==> config.mk <==
export PLATFORM = sky130hd
export DESIGN_NAME = boot_cmd_seq
export DESIGN_NICKNAME = d
export VERILOG_FILES = /design/src/rtl/boot_seq_pkg.sv /design/src/rtl/boot_resp_shift.sv /design/src/rtl/boot_mem_port.sv /design/src/rtl/boot_cmd_seq.sv
export SDC_FILE = /design/constraint.sdc
export NUM_CORES = 1
export LEC_CHECK = 0
export ABC_AREA = 1
export CORE_UTILIZATION = 50
export DETAILED_ROUTE_END_ITERATION = 8
export DONT_BUFFER_PORTS = 1
export PLACE_DENSITY_LB_ADDON = 0.3
export RECOVER_POWER = 25
export SLEW_MARGIN = 20
export SYNTH_ARGS = -nofsm -noshare
export SYNTH_HDL_FRONTEND = slang
export SYNTH_SLANG_ARGS = --single-unit
==> constraint.sdc <==
create_clock -name clk_i -period 4.46 [get_ports clk_i]
set_clock_uncertainty 0.05 [all_clocks]
set_input_delay 0.892 -clock clk_i [delete_from_list [all_inputs] [get_ports clk_i]]
set_output_delay 0.892 -clock clk_i [all_outputs]
set_load 0.05 [all_outputs]
==> src/rtl/boot_seq_pkg.sv <==
package boot_seq_pkg;
  typedef enum logic [1:0] {
    OP_ERASE_ALL = 2'd0,
    OP_ERASE_BLK = 2'd1,
    OP_WRITE     = 2'd2,
    OP_READ      = 2'd3
  } mem_op_e;

  typedef enum logic [3:0] {
    S_RATE, S_INQ, S_ERASE_ALL, S_CMD, S_PROG_ADDR, S_PROG_DATA, S_PROG_WR,
    S_ERB, S_ERB_WR, S_OPND, S_RD, S_RD_WAIT, S_RESP
  } seq_state_e;

  localparam logic [7:0] RSP_ACK     = 8'h06;
  localparam logic [7:0] RSP_BAD_CMD = 8'h80;
  localparam logic [7:0] RSP_REFUSED = 8'h81;
  localparam logic [7:0] RSP_BAD_BLK = 8'h82;

  localparam logic [7:0] CMD_Q_SIZE   = 8'h20;
  localparam logic [7:0] CMD_Q_MAP    = 8'h21;
  localparam logic [7:0] CMD_Q_BASE   = 8'h22;
  localparam logic [7:0] CMD_Q_FEAT   = 8'h23;
  localparam logic [7:0] CMD_INQ_DONE = 8'h40;
  localparam logic [7:0] CMD_PROG     = 8'h41;
  localparam logic [7:0] CMD_ERASE    = 8'h42;
  localparam logic [7:0] CMD_STATUS   = 8'h4F;
  localparam logic [7:0] CMD_SUM      = 8'h50;
  localparam logic [7:0] CMD_BLANK    = 8'h51;
  localparam logic [7:0] CMD_READ     = 8'h52;

  localparam logic [7:0] BLK_END   = 8'hFF;
  localparam logic [7:0] FEAT_MASK = 8'h0F;

  localparam int RESP_BYTES = 5;
  localparam int RESP_CNT_W = $clog2(RESP_BYTES + 1);
  localparam int RESP_BUF_W = 8 * RESP_BYTES;
endpackage

==> src/rtl/boot_resp_shift.sv <==
module boot_resp_shift
  import boot_seq_pkg::*;
(
  input  logic                  clk_i,
  input  logic                  rst_ni,
  input  logic                  load_i,
  input  logic [RESP_CNT_W-1:0] load_len_i,
  input  logic [RESP_BUF_W-1:0] load_buf_i,
  output logic                  busy_o,
  output logic                  tx_valid_o,
  output logic [7:0]            tx_data_o,
  input  logic                  tx_ready_i
);
  logic [RESP_BUF_W-1:0] buf_q;
  logic [RESP_CNT_W-1:0] left_q;

  // first byte sits in the top lane
  always_ff @(posedge clk_i or negedge rst_ni) begin
    if (!rst_ni) begin
      buf_q  <= '0;
      left_q <= '0;
    end else if (load_i && left_q == '0) begin
      buf_q  <= load_buf_i;
      left_q <= load_len_i;
    end else if (left_q != '0 && tx_ready_i) begin
      buf_q  <= {buf_q[RESP_BUF_W-9:0], 8'h00};
      left_q <= left_q - 1'b1;
    end
  end

  assign busy_o     = (left_q != '0);
  assign tx_valid_o = busy_o;
  assign tx_data_o  = buf_q[RESP_BUF_W-1 -: 8];
endmodule

==> src/rtl/boot_mem_port.sv <==
module boot_mem_port
  import boot_seq_pkg::*;
#(
  parameter int AW = 32,
  parameter int DW = 32
) (
  input  logic          clk_i,
  input  logic          rst_ni,
  input  logic          start_i,
  input  mem_op_e       op_i,
  input  logic [AW-1:0] addr_i,
  input  logic [DW-1:0] wdata_i,
  output logic          done_o,
  output logic [DW-1:0] rdata_o,
  output logic          mem_req_o,
  output mem_op_e       mem_op_o,
  output logic [AW-1:0] mem_addr_o,
  output logic [DW-1:0] mem_wdata_o,
  input  logic          mem_ack_i,
  input  logic [DW-1:0] mem_rdata_i
);
  logic          req_q;
  mem_op_e       op_q;
  logic [AW-1:0] addr_q;
  logic [DW-1:0] wdata_q;

  always_ff @(posedge clk_i or negedge rst_ni) begin
    if (!rst_ni) begin
      req_q   <= 1'b0;
      op_q    <= OP_ERASE_ALL;
      addr_q  <= '0;
      wdata_q <= '0;
    end else if (start_i && !req_q) begin
      req_q   <= 1'b1;
      op_q    <= op_i;
      addr_q  <= addr_i;
      wdata_q <= wdata_i;
    end else if (req_q && mem_ack_i) begin
      req_q <= 1'b0;
    end
  end

  assign done_o      = req_q & mem_ack_i;
  assign rdata_o     = mem_rdata_i;
  assign mem_req_o   = req_q;
  assign mem_op_o    = op_q;
  assign mem_addr_o  = addr_q;
  assign mem_wdata_o = wdata_q;
endmodule

==> src/rtl/boot_cmd_seq.sv <==
module boot_cmd_seq
  import boot_seq_pkg::*;
#(
  parameter int          PROG_WORDS = 32,
  parameter int          NUM_BLOCKS = 8,
  parameter logic [31:0] MEM_BYTES  = 32'h0000_1000,
  parameter logic [31:0] BASE_ADDR  = 32'h0000_0000
) (
  input  logic        clk_i,
  input  logic        rst_ni,
  input  logic        rate_locked_i,
  input  logic        rx_valid_i,
  input  logic [7:0]  rx_data_i,
  output logic        rx_ready_o,
  output logic        tx_valid_o,
  output logic [7:0]  tx_data_o,
  input  logic        tx_ready_i,
  output logic        mem_req_o,
  output logic [1:0]  mem_op_o,
  output logic [31:0] mem_addr_o,
  output logic [31:0] mem_wdata_o,
  input  logic        mem_ack_i,
  input  logic [31:0] mem_rdata_i
);
  localparam int IDX_W = 8;
  localparam logic [IDX_W-1:0] LAST_PW = IDX_W'(PROG_WORDS - 1);
  localparam logic [7:0]       NBLK    = 8'(NUM_BLOCKS);

  seq_state_e state_q, state_d, ret_q, ret_d;
  logic             erase_done_q, erase_done_d;
  logic [7:0]       cmd_q, cmd_d;
  logic [31:0]      acc_q, acc_d, acc_nx;
  logic [2:0]       cnt_q, cnt_d;
  logic [31:0]      base_q, base_d, word_addr;
  logic [IDX_W-1:0] idx_q, idx_d, nwords_q, nwords_d;
  logic [7:0]       sum_q, sum_d, rd_sum;
  logic             blank_q, blank_d, blank_nx, rd_last;

  logic                  rsp_load, rsp_busy;
  logic [RESP_CNT_W-1:0] rsp_len;
  logic [RESP_BUF_W-1:0] rsp_buf;

  logic        mp_start, mp_done;
  mem_op_e     mp_op, mp_op_out;
  logic [31:0] mp_wdata, mp_rdata;

  logic rx_take, rx_state;

  function automatic logic [RESP_BUF_W-1:0] rsp2(input logic [7:0] a, input logic [7:0] b);
    return {a, b, 24'h0};
  endfunction

  function automatic logic [RESP_BUF_W-1:0] rsp1w(input logic [7:0] a, input logic [31:0] w);
    return {a, w};
  endfunction

  boot_resp_shift u_resp (
    .clk_i      (clk_i),
    .rst_ni     (rst_ni),
    .load_i     (rsp_load),
    .load_len_i (rsp_len),
    .load_buf_i (rsp_buf),
    .busy_o     (rsp_busy),
    .tx_valid_o (tx_valid_o),
    .tx_data_o  (tx_data_o),
    .tx_ready_i (tx_ready_i)
  );

  boot_mem_port #(.AW(32), .DW(32)) u_mem (
    .clk_i       (clk_i),
    .rst_ni      (rst_ni),
    .start_i     (mp_start),
    .op_i        (mp_op),
    .addr_i      (word_addr),
    .wdata_i     (mp_wdata),
    .done_o      (mp_done),
    .rdata_o     (mp_rdata),
    .mem_req_o   (mem_req_o),
    .mem_op_o    (mp_op_out),
    .mem_addr_o  (mem_addr_o),
    .mem_wdata_o (mem_wdata_o),
    .mem_ack_i   (mem_ack_i),
    .mem_rdata_i (mem_rdata_i)
  );
  assign mem_op_o = mp_op_out;

  always_comb begin
    unique case (state_q)
      S_INQ, S_CMD, S_PROG_ADDR, S_PROG_DATA, S_ERB, S_OPND: rx_state = 1'b1;
      default: rx_state = 1'b0;
    endcase
  end

  assign rx_ready_o = rx_state & ~rsp_busy;
  assign rx_take    = rx_valid_i & rx_ready_o;
  assign acc_nx     = {acc_q[23:0], rx_data_i};
  assign word_addr  = base_q + {22'd0, idx_q, 2'b00};
  assign rd_sum     = sum_q + mp_rdata[31:24] + mp_rdata[23:16] + mp_rdata[15:8] + mp_rdata[7:0];
  assign blank_nx   = blank_q & (&mp_rdata);
  assign rd_last    = (idx_q == nwords_q - 8'd1);

  always_comb begin
    state_d      = state_q;
    ret_d        = ret_q;
    erase_done_d = erase_done_q;
    cmd_d        = cmd_q;
    acc_d        = acc_q;
    cnt_d        = cnt_q;
    base_d       = base_q;
    idx_d        = idx_q;
    nwords_d     = nwords_q;
    sum_d        = sum_q;
    blank_d      = blank_q;
    rsp_load     = 1'b0;
    rsp_len      = '0;
    rsp_buf      = '0;
    mp_start     = 1'b0;
    mp_op        = OP_READ;
    mp_wdata     = acc_nx;

    unique case (state_q)
      S_RATE: begin
        if (rate_locked_i) begin
          rsp_load = 1'b1; rsp_len = 3'd1; rsp_buf = rsp2(RSP_ACK, 8'h00); ret_d = S_INQ;
        end
      end

      S_INQ: begin
        if (rx_take) begin
          rsp_load = 1'b1;
          ret_d    = S_INQ;
          case (rx_data_i)
            CMD_Q_SIZE: begin rsp_len = 3'd5; rsp_buf = rsp1w(RSP_ACK, MEM_BYTES); end
            CMD_Q_MAP:  begin rsp_len = 3'd2; rsp_buf = rsp2(RSP_ACK, NBLK); end
            CMD_Q_BASE: begin rsp_len = 3'd5; rsp_buf = rsp1w(RSP_ACK, BASE_ADDR); end
            CMD_Q_FEAT: begin rsp_len = 3'd2; rsp_buf = rsp2(RSP_ACK, FEAT_MASK); end
            CMD_INQ_DONE: begin
              rsp_load = 1'b0;
              mp_start = 1'b1;
              mp_op    = OP_ERASE_ALL;
              state_d  = S_ERASE_ALL;
            end
            CMD_READ: begin rsp_len = 3'd2; rsp_buf = rsp2(RSP_REFUSED, rx_data_i); end
            default:  begin rsp_len = 3'd2; rsp_buf = rsp2(RSP_BAD_CMD, rx_data_i); end
          endcase
        end
      end

      S_ERASE_ALL: begin
        if (mp_done) begin
          erase_done_d = 1'b1;
          rsp_load = 1'b1; rsp_len = 3'd1; rsp_buf = rsp2(RSP_ACK, 8'h00); ret_d = S_CMD;
        end
      end

      S_CMD: begin
        if (rx_take) begin
          cmd_d = rx_data_i;
          cnt_d = '0;
          idx_d = '0;
          acc_d = '0;
          case (rx_data_i)
            CMD_PROG: begin
              rsp_load = 1'b1; rsp_len = 3'd1; rsp_buf = rsp2(RSP_ACK, 8'h00); ret_d = S_PROG_ADDR;
            end
            CMD_ERASE: begin
              rsp_load = 1'b1; rsp_len = 3'd1; rsp_buf = rsp2(RSP_ACK, 8'h00); ret_d = S_ERB;
            end
            CMD_SUM, CMD_BLANK, CMD_READ: state_d = S_OPND;
            CMD_STATUS: begin
              rsp_load = 1'b1; rsp_len = 3'd2; rsp_buf = rsp2(RSP_ACK, {7'd0, erase_done_q}); ret_d = S_CMD;
            end
            default: begin
              rsp_load = 1'b1; rsp_len = 3'd2; rsp_buf = rsp2(RSP_BAD_CMD, rx_data_i); ret_d = S_CMD;
            end
          endcase
        end
      end

      S_PROG_ADDR: begin
        if (rx_take) begin
          acc_d = acc_nx;
          cnt_d = cnt_q + 3'd1;
          if (cnt_q == 3'd3) begin
            cnt_d = '0;
            if (&acc_nx) begin
              rsp_load = 1'b1; rsp_len = 3'd1; rsp_buf = rsp2(RSP_ACK, 8'h00); ret_d = S_CMD;
            end else begin
              base_d  = acc_nx;
              idx_d   = '0;
              state_d = S_PROG_DATA;
            end
          end
        end
      end

      S_PROG_DATA: begin
        if (rx_take) begin
          acc_d = acc_nx;
          cnt_d = cnt_q + 3'd1;
          if (cnt_q == 3'd3) begin
            mp_start = 1'b1;
            mp_op    = OP_WRITE;
            state_d  = S_PROG_WR;
          end
        end
      end

      S_PROG_WR: begin
        if (mp_done) begin
          cnt_d = '0;
          if (idx_q == LAST_PW) begin
            idx_d    = '0;
            rsp_load = 1'b1; rsp_len = 3'd1; rsp_buf = rsp2(RSP_ACK, 8'h00); ret_d = S_PROG_ADDR;
          end else begin
            idx_d   = idx_q + 8'd1;
            state_d = S_PROG_DATA;
          end
        end
      end

      S_ERB: begin
        if (rx_take) begin
          if (rx_data_i == BLK_END) begin
            rsp_load = 1'b1; rsp_len = 3'd1; rsp_buf = rsp2(RSP_ACK, 8'h00); ret_d = S_CMD;
          end else if (rx_data_i >= NBLK) begin
            rsp_load = 1'b1; rsp_len = 3'd2; rsp_buf = rsp2(RSP_BAD_BLK, rx_data_i); ret_d = S_ERB;
          end else begin
            base_d  = {24'd0, rx_data_i};
            idx_d   = '0;
            state_d = S_ERB_WR;
          end
        end
      end

      S_ERB_WR: begin
        // start issued here so block number is already in base_q
        mp_start = ~mem_req_o & ~mp_done;
        mp_op    = OP_ERASE_BLK;
        if (mp_done) begin
          rsp_load = 1'b1; rsp_len = 3'd1; rsp_buf = rsp2(RSP_ACK, 8'h00); ret_d = S_ERB;
        end
      end

      S_OPND: begin
        if (rx_take) begin
          acc_d = acc_nx;
          cnt_d = cnt_q + 3'd1;
          if (cnt_q == 3'd4) begin
            acc_d    = acc_q;
            base_d   = acc_q;
            nwords_d = rx_data_i;
            idx_d    = '0;
            sum_d    = '0;
            blank_d  = 1'b1;
            cnt_d    = '0;
            if (rx_data_i == 8'd0) begin
              rsp_load = 1'b1;
              ret_d    = S_CMD;
              rsp_len  = (cmd_q == CMD_READ) ? 3'd1 : 3'd2;
              rsp_buf  = rsp2(RSP_ACK, 8'h00);
            end else if (cmd_q == CMD_READ) begin
              rsp_load = 1'b1; rsp_len = 3'd1; rsp_buf = rsp2(RSP_ACK, 8'h00); ret_d = S_RD;
            end else begin
              state_d = S_RD;
            end
          end
        end
      end

      S_RD: begin
        mp_start = 1'b1;
        mp_op    = OP_READ;
        state_d  = S_RD_WAIT;
      end

      S_RD_WAIT: begin
        if (mp_done) begin
          sum_d   = rd_sum;
          blank_d = blank_nx;
          idx_d   = idx_q + 8'd1;
          if (cmd_q == CMD_READ) begin
            rsp_load = 1'b1; rsp_len = 3'd4; rsp_buf = {mp_rdata, 8'h00};
            ret_d    = rd_last ? S_CMD : S_RD;
          end else if (rd_last) begin
            rsp_load = 1'b1; rsp_len = 3'd2; ret_d = S_CMD;
            rsp_buf  = rsp2(RSP_ACK, (cmd_q == CMD_SUM) ? rd_sum : {7'd0, ~blank_nx});
          end else begin
            state_d = S_RD;
          end
        end
      end

      S_RESP: begin
        if (!rsp_busy) state_d = ret_q;
      end

      default: state_d = S_RATE;
    endcase

    if (rsp_load) state_d = S_RESP;
  end

  always_ff @(posedge clk_i or negedge rst_ni) begin
    if (!rst_ni) begin
      state_q      <= S_RATE;
      ret_q        <= S_RATE;
      erase_done_q <= 1'b0;
      cmd_q        <= '0;
      acc_q        <= '0;
      cnt_q        <= '0;
      base_q       <= '0;
      idx_q        <= '0;
      nwords_q     <= '0;
      sum_q        <= '0;
      blank_q      <= 1'b1;
    end else begin
      state_q      <= state_d;
      ret_q        <= ret_d;
      erase_done_q <= erase_done_d;
      cmd_q        <= cmd_d;
      acc_q        <= acc_d;
      cnt_q        <= cnt_d;
      base_q       <= base_d;
      idx_q        <= idx_d;
      nwords_q     <= nwords_d;
      sum_q        <= sum_d;
      blank_q      <= blank_d;
    end
  end
endmodule

==> results of run 1 <==
worst max path at each step:
stage | startpoint | to | slack, ns | cells past startpoint
after floorplan | mem_rdata_i[3] | u_resp.buf_q[28] | 0.50 | 16
after global placement | mem_rdata_i[3] | u_resp.buf_q[28] | 0.26 | 16
after detailed placement | mem_rdata_i[3] | u_resp.buf_q[28] | 0.28 | 16
after CTS | state_q[0] | base_q[3] | 0.74 | 13
after global routing | state_q[0] | base_q[3] | 0.35 | 13
final | state_q[0] | base_q[3] | 0.66 | 13
layout by cell type, fill, tap and decap left out, types with 2 or more instances in the layout:
cell type and n:
a21boi_0 2, a21o_1 2, a21oi_1 34, a22o_1 2, a31o_2 2, a31oi_1 6, buf_4 11, clkbuf_16 24
clkbuf_8 6, clkinv_1 4, clkinv_2 6, dfrtp_1 210, fa_1 21, ha_1 24, inv_1 207, inv_2 9
nand2_1 485, nand2_2 5, nand2_4 3, nand3_1 165, nand3b_1 4, nand4_1 21, nor2_1 132, nor2_2 10
nor3_1 18, nor3_2 4, nor4_1 10, o211ai_1 8, o21ai_0 148, o21ai_1 13, o22ai_1 33, or2_2 3
xnor2_1 20, xor2_1 15
what timing repair did:
item | in CTS | in global routing
buffers inserted | 0 | 0
hold buffers | 0 | 1
hold endpoints to repair | 0 | 6
registers in the layout, summed over array words and instances (netlist names):
name and cells:
acc_q 32, base_q 32, u_mem.mem_addr_o 32, u_mem.mem_wdata_o 32
u_resp.buf_q 32, cmd_q 8, idx_q 8, nwords_q 8
sum_q 8, ret_q 4, state_q 4, cnt_q 3
u_resp.left_q 3, u_mem.mem_op_o 2, blank_q 1, erase_done_q 1
u_mem.mem_req_o 1
metrics by stage:
stage | std cells | instance area, sq um | utilization | hold WS, ns
global placement | 1972 | 12800 | 0.520 | 0.417
floorplan | 1700 | 12600 | - | 0.378
detailed placement | 1972 | 12800 | 0.520 | 0.420
finish | 2015 | 13600 | 0.552 | 0.0164
global route | 2015 | 13600 | 0.552 | 0.000638
CTS | 2014 | 13500 | 0.552 | 0.000405
worst max-delay path: stages, from the launching register on:
cell and delay [ns]:
dfrtp_1 0.51, inv_2 0.13, nor2_2 0.16, nand2_2 0.42, nand2_1 0.17, nor2_1 0.09
nor2_2 0.08, buf_4 0.23, nand2_1 0.22, nor4_2 0.18, nand2_1 0.38, inv_2 0.69
o211ai_1 0.25, o21ai_0 0.13
cells by family after synthesis:
kind of cell	count (synthesis)	synth area share
buf+inv	283	0.0910
simple gates	867	0.294
xor+xnor	35	0.0244
mux	1	0.000796
fa+ha+maj	45	0.0573
compound gates	258	0.112
flops	211	0.420
per-layer routing:
layer,up-vias,share of wire,wire [microns]
met1,5302,0.47,16600
met3,56,0.097,3450
met5,-,0,0
met2,468,0.42,14900
met4,0,0.020,727
li1,5431,-,-
area by class of cell:
| cell class | count | area (sq um) |
|---|---|---|
| fill | 2390 | 11000 |
| multi-input combinational | 1206 | 6160 |
| sequential | 211 | 5280 |
| inverter | 220 | 826 |
| clock buffer | 31 | 687 |
| tap | 324 | 405 |
| clock inverter | 11 | 101 |
| timing repair buffer | 12 | 92.6 |
where the power goes:
| group | switching (W) | internal (W) | leakage, nW |
|---|---|---|---|
| combinational | 0.00235 | 0.00111 | 3.80 |
| clock | 0.000817 | 0.00114 | 0.393 |
| sequential | 0.00164 | 0.00259 | 2.62 |
| total | 0.00480 | 0.00485 | 6.81 |
==> out/results.txt, run 1 <==
Post-Syn Area per Cell = 7.40 sq um
Pin count of the biggest net entering global routing = 212
Total Wirelength = 35.6 mm
Primary FF master, synth = dfrtp_1
ANT cells = 0
Met1 usage = 0.431
GPL Wtd Cong = 0.956
Synth area leader = dfrtp_1
Worst setup path category = reg2reg
Synth warn = 0
Total GRT Usage = 0.280
CTS max path bufs = 3
Post-DRT Antenna Nets = 0
Layout cell share with drive strength beyond 1 = 0.0550
Count leader, synth = nand2_1
Synth area leaders = dfrtp_1, nand2_1, nand3_1
Finish-stage setup viols = 0
Final Cycle Share = 0.851
Initial Util = 0.513
Worst Setup End Kind = flop
Port Buf Inserts = 0
Worst-path fanout max = 49
Final Power = 0.00965 W
Top Ports = 123
Area Overhead vs Synth = 7.73%
Reg-to-reg setup timing slack = 0.66 ns
Top post-synthesis cells by count = nand2_1, dfrtp_1, inv_1, nand3_1, o21ai_0
CTS tree = done
Worst-Margin Slew = 0.992 ns
Syn Nets = 1791
Die width = 161 microns
Routing usage on met2 = 0.403
Pre-Repair DR Iteration Count = 5
Die Footprint = 25800 sq um
Distinct cell type count after synthesis = 52
Clock-pin slew on the worst setup and hold paths = 0.06 ns
# nets final = 1766
Met3 Use GR = 0.0563
EDFF count, synth = 0
First-pass GRT wire length = 57.5 mm
Place WS = 0.275 ns
Routed length per instance = 17.7 microns
HP Class = in2async
VDD IR-drop max = 0.420 mV
Crit path time final = 3.80 ns
CTS sink cnt = 211
Fin. Hold Viols = 0
Synth async-reset ratio = 1.00
Height of the die = 161 microns
Netlist Area Pre-Place = 12600 sq um
Iteration-0 DRC Markers = 1174
Hpwl dp = 26.3 mm
CP Launch Type = flop
Post-cts sizing count = 0
RSZ-0062 raised after global routing = no
Core ar. = 24500 sq um
CTS buffer count = 24
Max_cap viols = 0
Status = completed
Busiest grt layer = met1
Vias in the first global route = 10500
GR Overflow Total = 0
WP data arrival = 4.19 ns
Initial antenna violation count = 0
DR vias/cell = 5.59
CTS root buf = clkbuf_16
Synth top area share = 0.418
Data required, critical path = 4.85 ns
Fmax = 0.263 GHz
Power per Cell Area = 712 nW/um^2
Setup WS post-layout = 0.665 ns
Std cell rows = 57
Worst-Skew Late Latency = 0.53 ns
Setup tns final = 0 ns
Post-synthesis sequential area ratio = 0.420
H-tree level count = 1
Relative max-transition margin = 0.339
Leak = 6.81 nW
Routed vias = 11300
# DRC = 0
R2R cell count = 13
Final Max Slew Viols = 0
Crit Reg-Reg Endpoint = base_q[3]
Yosys reg bits = 211
Synth Instances = 1700
Crit Reg-Reg Startpoint = state_q[0]
Note: power is estimated with default switching activity, not from simulation.
==> inputs of run 2 (changes only) <==
--- a/config.mk
+++ b/config.mk
@@ -5,7 +5,6 @@
 export SDC_FILE = /design/constraint.sdc
 export NUM_CORES = 1
 export LEC_CHECK = 0
-export ABC_AREA = 1
 export CORE_UTILIZATION = 50
 export DETAILED_ROUTE_END_ITERATION = 8
 export DONT_BUFFER_PORTS = 1
==> run 2 against run 1 <==
Net effect:
- cell area fell by 0.40%
- the run now ends with max-capacitance violations, max-slew violations left
- non-clock buffer count rose by 23
- sequential power fell by 29%
- clock power rose by 20%
- critical endpoint is now u_resp.buf_q[30]
- largest cell class unchanged
- highest routed layer unchanged
- critical path type is now in2reg
- global-route usage rose by 0.15 points
- total power fell by 18%
- register-to-register slack improved by 0.52 ns
- hold slack improved by 0.13 ns
- largest power group unchanged
==> out/results.txt, run 2 <==
Final Cycle Share = 0.846
Worst-path fanout max = 3
Std cell rows = 56
Status = finished with violations
Pin count of the biggest net entering global routing = 212
Critical-path top delay cell = fa_1
GR Overflow Total = 0
Critical Path Max Stage Delay = 0.56 ns
Crit Reg-Reg Startpoint = acc_q[16]
Worst setup path category = in2reg
Vias in the first global route = 9946
Yosys reg bits = 211
Routed length per instance = 21.0 microns
Top post-synthesis cells by count = nand2_1, dfrtp_1, o21ai_0, inv_1
Core ar. = 23800 sq um
Power per Cell Area = 584 nW/um^2
Synth async-reset ratio = 1.00
Iteration-0 DRC Markers = 1081
Die width = 159 microns
Worst hold slack = 0.142 ns
Synth warn = 0
CTS root buf = clkbuf_16
VDD IR-drop max = 0.393 mV
HP Class = in2async
Crit path time final = 3.77 ns
ANT cells = 0
Worst path cell trace = inv_1 > fa_1 > inv_1 > fa_1 > inv_1 > fa_1 > inv_1 > ha_1 > a21o_1 > a21oi_1 > o21bai_1 > a21oi_1 > xnor2_1 > a221oi_1 > a2bb2oi_1
Worst-Margin Slew = 3.04 ns
Hpwl dp = 23.9 mm
Count leader, synth = nand2_1
Setup tns final = 0 ns
Max_cap viols = 4
Pre-Repair DR Iteration Count = 7
Commonest cells after routing, fill and taps aside = nand2_1, dfrtp_1, o21ai_0, inv_1, nand3_1
Distinct cell type count after synthesis = 85
Synth area leaders = dfrtp_1, nand2_1, o21ai_0
WP data arrival = 4.14 ns
Failing checks = max-capacitance violations, max-slew violations
CTS buffer count = 25
Netlist Area Pre-Place = 12300 sq um
Layout cell share with drive strength beyond 1 = 0.0827
Worst Setup End Kind = flop
Routed vias = 10300
Primary FF master, synth = dfrtp_1
Syn Nets = 1474
Commonest non-fill, non-tap cell in the layout = nand2_1
Area Overhead vs Synth = 10.0%
Reg-to-reg setup timing slack = 1.18 ns
EDFF count, synth = 0
Fin util = 0.568
R2R cell count = 8
Initial Util = 0.516
Post-DRT Antenna Nets = 0
GPL Wtd Cong = 0.966
First-pass GRT wire length = 54.4 mm
# DRC = 0
H-tree level count = 1
Leak = 6.18 nW
Fin. Hold Viols = 0
Top Ports = 123
Port Buf Inserts = 0
Height of the die = 159 microns
Post-Syn Area per Cell = 8.87 sq um
CTS sink cnt = 211
DR vias/cell = 6.07
Finish-stage setup viols = 0
Worst-Skew Late Latency = 0.54 ns
Relative max-transition margin = -1.03
CTS max path bufs = 3
Setup Fix Bufs, Post-CTS = 0
Data required, critical path = 4.82 ns
Total GRT Usage = 0.282
Die Footprint = 25200 sq um
Post-cts sizing count = 0
Clock-pin slew on the worst setup and hold paths = 0.06 ns
CP most frequent cell = inv_1
CP Launch Type = input pin
# nets final = 1451
Post-synthesis sequential area ratio = 0.430
Initial antenna violation count = 0
Synth area leader = dfrtp_1
CP Launch Point = mem_rdata_i[2]
Final Max Slew Viols = 208
Synth top area share = 0.428
Crit Reg-Reg Endpoint = u_resp.left_q[1]
CTS tree = done
Total Wirelength = 35.7 mm
Synth Instances = 1383
RSZ-0062 raised after global routing = no
Fmax = 0.265 GHz
## run 2: layout make-up
class | count | area [sq um]
Fill cell | 2079 | 10300
Sequential cell | 211 | 5280
Tap cell | 319 | 399
Multi-Input combinational cell | 1003 | 6300
Clock buffer | 27 | 653
Clock inverter | 19 | 303
Timing Repair Buffer | 35 | 251
Inverter | 84 | 315
## run 2: worst max-delay path by stage
stage	endpoint	slack [ns]	cells after the start
6_report	u_resp.buf_q[30]	0.69	15
4_1_cts	u_resp.buf_q[30]	0.72	15
3_3_place_gp	u_resp.buf_q[30]	0.25	15
5_1_grt	u_resp.buf_q[31]	0.53	15
2_1_floorplan	u_resp.buf_q[30]	0.39	15
3_5_place_dp	u_resp.buf_q[30]	0.16	15
## run 2: logic make-up (layout without fill, tap and decap cells)
family,count (synthesis),after routing,share of synthesized area
simple gates,559,559,0.211
compound gates,291,291,0.158
flops,211,211,0.430
buf+inv,169,165,0.0577
mux,60,60,0.0502
xor+xnor,48,48,0.0343
fa+ha+maj,45,45,0.0587
## run 2: metrics by stage
stage | total power [W] | cells | worst slack, ns | area (sq um)
3_5_place_dp | 0.00546 | 1647 | 0.162 | 12500
5_1_grt | 0.00831 | 1698 | 0.528 | 13500
2_1_floorplan | 0.00488 | 1383 | 0.393 | 12300
3_3_place_gp | 0.00540 | 1647 | 0.245 | 12500
6_report | 0.00788 | 1698 | 0.686 | 13500
4_1_cts | 0.00783 | 1693 | 0.718 | 13500
## run 2: worst max-delay path, delay by kind of cell
family          cells  cell delay [ns]
xor+xnor            1             0.12
compound gates      6             1.05
fa+ha+maj           4             1.87
buf+inv             4             0.19
## run 2: power by group
group,switching (W),internal (W),total [W]
registers,0.000770,0.00223,0.00300
logic,0.00162,0.000918,0.00254
clock network,0.000873,0.00148,0.00235
total,0.00326,0.00462,0.00788
## run 2: per-layer routing
layer | part of all wire | vias up | global-route usage
met5 | 0 | - | 0
li1 | - | 4757 | -
met2 | 0.44 | 467 | 0.427
met4 | 0.024 | 0 | 0.0897
met1 | 0.44 | 5026 | 0.398
met3 | 0.097 | 61 | 0.0661
